**config.mk**
```make
export PLATFORM = sky130hd
export DESIGN_NAME = note_len_counter
export DESIGN_NICKNAME = d
export VERILOG_FILES = /design/src/rtl/note_len_pkg.sv /design/src/rtl/note_len_halt.sv /design/src/rtl/note_len_table.sv /design/src/rtl/note_len_core.sv /design/src/rtl/note_len_counter.sv
export SDC_FILE = /design/constraint.sdc
export NUM_CORES = 1
export LEC_CHECK = 0
export BUFFER_PORTS_ARGS = -buffer_cell sky130_fd_sc_hd__buf_2
export CORE_ASPECT_RATIO = 0.6
export CORE_MARGIN = 10
export CORE_UTILIZATION = 35
export DETAILED_ROUTE_END_ITERATION = 6
export SYNTH_ARGS = -nofsm -noshare
export SYNTH_HDL_FRONTEND = slang
export SYNTH_SLANG_ARGS = --single-unit
```
**constraint.sdc**
```tcl
create_clock -name clk -period 2.52 [get_ports clk]
set_clock_uncertainty 0.15 [all_clocks]
set_input_delay 0.126 -clock clk [delete_from_list [all_inputs] [get_ports clk]]
set_output_delay 0.126 -clock clk [all_outputs]
set_load 0.005 [all_outputs]
```
**src/rtl/note_len_pkg.sv**
```systemverilog
package note_len_pkg;
  localparam int IDX_W = 5;
  localparam int CNT_W = 8;
  localparam int TBL_DEPTH = 1 << IDX_W;

  // Length table entry for a 5-bit index.
  function automatic logic [CNT_W-1:0] len_lookup(input logic [IDX_W-1:0] idx);
    logic [CNT_W-1:0] v;
    if (idx[0]) begin
      v = (idx == 5'd1) ? 8'd254 : {3'b000, idx} - 8'd1;
    end else if (!idx[4]) begin
      case (idx[3:1])
        3'd0: v = 8'd10;   3'd1: v = 8'd20;
        3'd2: v = 8'd40;   3'd3: v = 8'd80;
        3'd4: v = 8'd160;  3'd5: v = 8'd60;
        3'd6: v = 8'd14;   default: v = 8'd26;
      endcase
    end else begin
      case (idx[3:1])
        3'd0: v = 8'd12;   3'd1: v = 8'd24;
        3'd2: v = 8'd48;   3'd3: v = 8'd96;
        3'd4: v = 8'd192;  3'd5: v = 8'd72;
        3'd6: v = 8'd16;   default: v = 8'd32;
      endcase
    end
    return v;
  endfunction

  // Saturating decrement.
  function automatic logic [CNT_W-1:0] dec_sat(input logic [CNT_W-1:0] c);
    return (c == '0) ? c : c - 1'b1;
  endfunction
endpackage

```
**src/rtl/note_len_halt.sv**
```systemverilog
module note_len_halt (
  input  logic clk,
  input  logic rst_n,
  input  logic halt_wr,
  input  logic halt_val,
  output logic halt_q
);
  // The stored flag reaches the counter only from the next cycle on.
  always_ff @(posedge clk or negedge rst_n) begin
    if (!rst_n)       halt_q <= 1'b0;
    else if (halt_wr) halt_q <= halt_val;
  end
endmodule

```
**src/rtl/note_len_table.sv**
```systemverilog
module note_len_table
  import note_len_pkg::*;
#(
  parameter int IW = IDX_W,
  parameter int CW = CNT_W
) (
  input  logic [IW-1:0] idx,
  output logic [CW-1:0] value
);
  always_comb value = CW'(len_lookup(IDX_W'(idx)));
endmodule

```
**src/rtl/note_len_core.sv**
```systemverilog
module note_len_core
  import note_len_pkg::*;
#(
  parameter int CW = CNT_W
) (
  input  logic          clk,
  input  logic          rst_n,
  input  logic          chan_en,
  input  logic          half_tick,
  input  logic          halt_q,
  input  logic          load_stb,
  input  logic [CW-1:0] load_val,
  output logic [CW-1:0] count,
  output logic          dec_evt,
  output logic          load_evt,
  output logic          drop_evt
);
  logic nz;
  logic tick_owns;

  assign nz        = (count != '0);
  // A tick on a nonzero count has priority over a load in the same cycle.
  assign tick_owns = chan_en & half_tick & nz;
  assign dec_evt   = tick_owns & ~halt_q;
  assign drop_evt  = tick_owns & load_stb;
  assign load_evt  = chan_en & load_stb & ~tick_owns;

  always_ff @(posedge clk or negedge rst_n) begin
    if (!rst_n)        count <= '0;
    else if (!chan_en) count <= '0;
    else if (dec_evt)  count <= CW'(dec_sat(CNT_W'(count)));
    else if (load_evt) count <= load_val;
  end
endmodule

```
**src/rtl/note_len_counter.sv**
```systemverilog
module note_len_counter
  import note_len_pkg::*;
#(
  parameter int IW = IDX_W,
  parameter int CW = CNT_W
) (
  input  logic          clk,
  input  logic          rst_n,
  input  logic          chan_en,
  input  logic          halt_wr,
  input  logic          halt_val,
  input  logic          load_stb,
  input  logic [IW-1:0] load_idx,
  input  logic          half_tick,
  output logic [CW-1:0] count,
  output logic          active
);
  logic          halt_q;
  logic [CW-1:0] load_val;
  logic          dec_evt;
  logic          load_evt;
  logic          drop_evt;

  note_len_halt i_halt (
    .clk(clk), .rst_n(rst_n), .halt_wr(halt_wr),
    .halt_val(halt_val), .halt_q(halt_q)
  );

  note_len_table #(.IW(IW), .CW(CW)) i_table (
    .idx(load_idx), .value(load_val)
  );

  note_len_core #(.CW(CW)) i_core (
    .clk(clk), .rst_n(rst_n), .chan_en(chan_en), .half_tick(half_tick),
    .halt_q(halt_q), .load_stb(load_stb), .load_val(load_val),
    .count(count), .dec_evt(dec_evt), .load_evt(load_evt),
    .drop_evt(drop_evt)
  );

  assign active = (count != '0);
endmodule

```
# ---- Yosys cells after proc, flatten, opt, wreduce, memory -nomap -nowiden
# Index checks and enable logic that the tools add are counted.
dict set report totals {
  register_bits 9
  latch_bits 0
  ram_bits 0
  romBits 0
  out_inout_bits 9
  wordCells 33
  memories 0
}
dict set report classes {
  add_sub_neg 2
  multipliers 0
  div_mod_pow 0
  n_lt_le_gt_ge 0
  n_eq_ne 9
  shifts 0
  muxes 9
  n_bitwise 7
  reduce_logical 4
}
# op count
set ops {}
lappend ops {{case mux 8 bit (7 select lines)} 2}
lappend ops {{2-to-1 mux 8 bit} 7}
lappend ops {{== test 3 bit (second input constant)} 3}
lappend ops {{logical NOT 8 bit} 1}
lappend ops {{nonzero test 8 bit} 1}
lappend ops {{subtractor 8 x 1 -> 8 bit (second input constant)} 1}
lappend ops {{== test 3 x 2 -> 1 bit (second input constant)} 2}
lappend ops {{subtractor 5 x 1 -> 6 bit (second input constant)} 1}
lappend ops {{AND 1 bit} 5}
lappend ops {{== test 5 x 1 -> 1 bit (second input constant)} 1}
lappend ops {{== test 3 x 1 -> 1 bit (second input constant)} 1}
lappend ops {{logical NOT 3 bit} 1}
lappend ops {{inequality test 3 x 1 -> 1 bit (second input constant)} 1}
lappend ops {{inequality test 3 bit (second input constant)} 1}
lappend ops {{NOT 1 bit} 2}
lappend ops {{AND reduction 2 bit} 1}

# ---- Depth between registers and ports, before layout
dict set report logic_depth {
  ltp_word 7
  mapped_depth 8
}

# ---- By module
# Synthesis repeated with hierarchy kept, for this count alone.
dict set report unflattened {
  cells_unflattened 130
  area_unflattened_um2 1082.3
}
# mod n_inst cells_per_inst area_per_inst_um2
set by_module_without_submodules {}
lappend by_module_without_submodules {note_len_core 1 74 658.1}
lappend by_module_without_submodules {note_len_table 1 51 367.9}
lappend by_module_without_submodules {note_len_halt 1 2 40.0}
lappend by_module_without_submodules {note_len_counter 1 3 16.3}

# ---- Worst setup path before layout
# No wires, ideal clock.
dict set report synth_path {
  path_type {flip-flop to flip-flop}
  startpoint {register i_core.count[0]}
  endpoint {register i_core.count[2]}
  setup_ps 122
  arrival_ps 1855
  setup_slack_ps 394
  path_stages_with_launch 8
  n_path_buf 0
  synth_period_minus_slack_ps 2126
  cell_sequence {dfrtp_1 inv_1 ha_1 or4b_4 o21ai_2 a22o_1 o21ai_0 a32o_1}
}
dict set report synth_between {
  elab_chain_len 6
  word_cells_on_any_way 13
  classes_between {add/sub: 1; eq/ne: 2; mux: 3; bitwise: 4; reduce/logical: 3}
}
# element line_no
set synth_rtl {}
lappend synth_rtl {{start, declared} note_len_core.sv:13} ;# output logic [CW-1:0] count,
lappend synth_rtl {{start signal, assigned} note_len_core.sv:31} ;# else if (dec_evt) count <= CW'(dec_sat(CNT_W'(count)));
lappend synth_rtl {{start signal, assigned} note_len_core.sv:32} ;# else if (load_evt) count <= load_val;
lappend synth_rtl {{parallel branches: the longest is 6 deep, another holds subtractor 8 x 1 -> 8 bit} --}
# Several ways; the timed one is not identified. The select of a mux whose other input is x is not followed.
# A chain may end at the register's enable or synchronous reset.

# ---- Worst setup path after layout
# Same ends and word-level chain as after synthesis.

==> results.json <==
{
  "drv_slew": 0,
  "fmax_ghz": 0.431,
  "cts_inserted_buffers": 3,
  "syn_inst": 119,
  "antenna_found_initial": 0,
  "place_inst": 165,
  "worstMarginPinSlew_ps": 408,
  "period_needed_ps": 2320,
  "synth-seq-cells": 9,
  "root_buffer": "clkbuf_8",
  "pre_cts_slack_ps": 242,
  "slowest_delay_ps": 520,
  "worst_slack_ps": 201,
  "ys_warn_count": 0,
  "grt_max_degree": 16,
  "r2r-start": "i_core.count[0]",
  "grt_use_met1": 0.149,
  "pwr-share-clk": 0.267,
  "ff2ff_path_depth": 7,
  "p_leak_nw": 0.473,
  "place_hpwl_mm": 2.09,
  "cpMaxStageDelayCell": "or4b_4",
  "drive_above_1_share": 0.214,
  "relSlewSlack": 0.728,
  "clk_latency_ps": 240,
  "viasPerCell": 5.78,
  "globalRouteOverflowTotal": 0,
  "grt_pass1_wl_mm": 4.42,
  "post_cts_resized": 0,
  "clock_sinks": 9,
  "power_frac_comb": 0.432,
  "post_cts_buffers": 0,
  "coreArea_mm2": 0.00250,
  "setup_viol": 0,
  "holdCritPathClass": "in2reg",
  "drt_iter0_markers": 199,
  "top_usage_layer": "met2",
  "rsz0062_at_grt": "no",
  "r2r_end": "i_core.count[2]",
  "gp_congestion": 0.874,
  "finalHoldViolCount": 0,
  "ctsLongestPathBuffers": 2,
  "diodes": 0,
  "critical_path.cell_chain": "inv_1 -> ha_1 -> or4b_4 -> o21ai_2 -> a22o_1 -> o21ai_0 -> a32o_1",
  "syn-num-nets": 134,
  "vias": 994,
  "arrival_ps": 2280,
  "fin_area_mm2": 0.00111,
  "hold_depth": 2,
  "grt_pass1_vias": 907,
  "crit_path_max_fanout": 6,
  "ant_nets": 0,
  "seqPwrFrac": 0.301,
  "die_area_mm2": 0.00512,
  "ios": 21,
  "yosysTopAreaCellShare": 0.247,
  "grt_use_met3": 0.0398,
  "critPathLaunch": "i_core.count[0]",
  "routedWlPerCell_um": 15.7,
  "start_kind": "flip-flop",
  "netlist-cell-type-count": 43,
  "syn_to_final_growth_pct": 21.1,
  "synthesis.area_um2": 913,
  "htreeDepth": 1,
  "grtUsageTotal": 0.108,
  "num-nets-final": 156,
  "fin_cells": 172,
  "synthArstFlopShare": 1.00,
  "switching_share": 0.396,
  "fp.dieW_um": 86.0,
  "whs_endpoint": "i_core.count[6]",
  "critPathCaptureType": "flip-flop",
  "path_clk_slew_ps": 50,
  "cp_data_required_time_ps": 2480,
  "fin_tns_setup_ps": 0,
  "p_sw_uw": 256,
  "avgSynthCellArea_um2": 7.68,
  "drc": 0,
  "drv_cap": 0,
  "cts_hold_buf": 3,
  "power-per-cell-area_mw_per_mm2": 585,
  "initial_utilization": 0.365,
  "period_share": 0.920,
  "grtUsageMet2": 0.157,
  "status": "completed",
  "synth_flop_cell": "dfrtp_1",
  "firstDrtPassIters": 4,
  "synth_top_area_cell": "dfrtp_1",
  "synthTopCellsByArea": "dfrtp_1, a21oi_1, o21ai_0, ha_1, nor2_1",
  "cts_tree": "built",
  "p_int_uw": 391,
  "numPortBuffers": 20,
  "path_class": "reg2reg",
  "hp-start": "chan_en",
  "peakVddDrop_v": 0.000314,
  "routed_wl_mm": 2.71,
  "placed_cell_area_mm2": 0.00103,
  "ys_seq_area_frac": 0.247,
  "reg2reg_setup_slack_ps": 200,
  "die_h_um": 59.6,
  "num_rows": 14,
  "synth-edff-count": 0
}
## metrics by stage
stage	total power, mW	util	hold WS [ps]
after CTS	0.647	0.442	92.3
final	0.647	0.442	101
after detailed placement	0.466	0.412	-151
after global placement	0.468	0.412	-154
after floorplan	0.380	-	-320
after global routing	0.701	0.442	101
## how the worst max path moves through the flow
stage / end / cells after the start
floorplan: i_core.count[2] / 7
global placement: i_core.count[2] / 7
detailed placement: i_core.count[2] / 7
CTS: i_core.count[5] / 7
global route: i_core.count[2] / 7
finish: i_core.count[2] / 7
## state kept, by name (all words and copies together), names as in the netlist
name           count
i_halt.halt_q      1
i_core.count       8
## layer usage
metal / vias to the layer above / share of wire / wire, um
met1: 457 / 0.50 / 1340
met3: 0 / 0.081 / 219
li1: 496 / - / -
met5: - / 0 / 0
met2: 41 / 0.42 / 1140
met4: 0 / 0 / 0
## synth_stat cells (2+ instances only)
cell type and n:
dfrtp_1 9, ha_1 3, o211ai_1 3, nand2b_1 3
inv_1 8, nor3_1 5, o31ai_1 3, nand3_1 2
nor2b_1 3, a21oi_1 11, nor3b_1 3, nand2_1 8
a211oi_1 2, nor2_1 10, clkbuf_1 5, a22oi_1 2
o21ai_0 9, a211o_1 2, a31oi_1 4
## logic make-up (layout without fill, tap and decap cells)
kind of cell | count (synthesis) | count (layout) | synth area share
mux | 2 | 2 | 0.0233
buf+inv | 14 | 35 | 0.0575
compound gates | 49 | 49 | 0.373
fa+ha+maj | 3 | 3 | 0.0411
flops | 9 | 9 | 0.247
simple gates | 42 | 42 | 0.259
## placed cells by master, fill, tap and decap left out, types with 2 or more instances in the layout
cell | netlist | layout
nor2_1 | 10 | 10
dfrtp_1 | 9 | 9
a211o_1 | 2 | 2
nand2b_1 | 3 | 3
nor3b_1 | 3 | 3
dlygate4sd3_1 | 0 | 3
ha_1 | 3 | 3
o31ai_1 | 3 | 3
a21oi_1 | 11 | 11
a211oi_1 | 2 | 2
buf_2 | 0 | 20
a22oi_1 | 2 | 2
a31oi_1 | 4 | 4
o211ai_1 | 3 | 3
nor2b_1 | 3 | 3
o21ai_0 | 9 | 9
nand2_1 | 8 | 8
nor3_1 | 5 | 5
clkbuf_8 | 0 | 3
inv_1 | 8 | 8
nand3_1 | 2 | 2
## power by group through the flow
stage	Clock, mW	Sequential [mW]	Combinational [mW]
6_report	0.173	0.195	0.279
5_1_grt	0.189	0.198	0.314
4_1_cts	0.177	0.193	0.277
3_5_place_dp	0	0.196	0.270
3_3_place_gp	0	0.195	0.273
2_1_floorplan	0	0.191	0.190
## layout make-up
type                            count  area [um^2]
Clock buffer                        4         45.0
Fill cell                         241         1400
Inverter                            8         30.0
Multi-Input combinational cell     96          636
Sequential cell                     9          225
Tap cell                           32         40.0
Timing Repair Buffer               23          130
## critical path, delay by kind of cell (launching register included)
family / cells / cell delay, ps
compound gates: 4 / 820
fa+ha+maj: 1 / 220
buf+inv: 1 / 80
flops: 1 / 420
simple gates: 1 / 520
(Power assumes the default switching activity.)
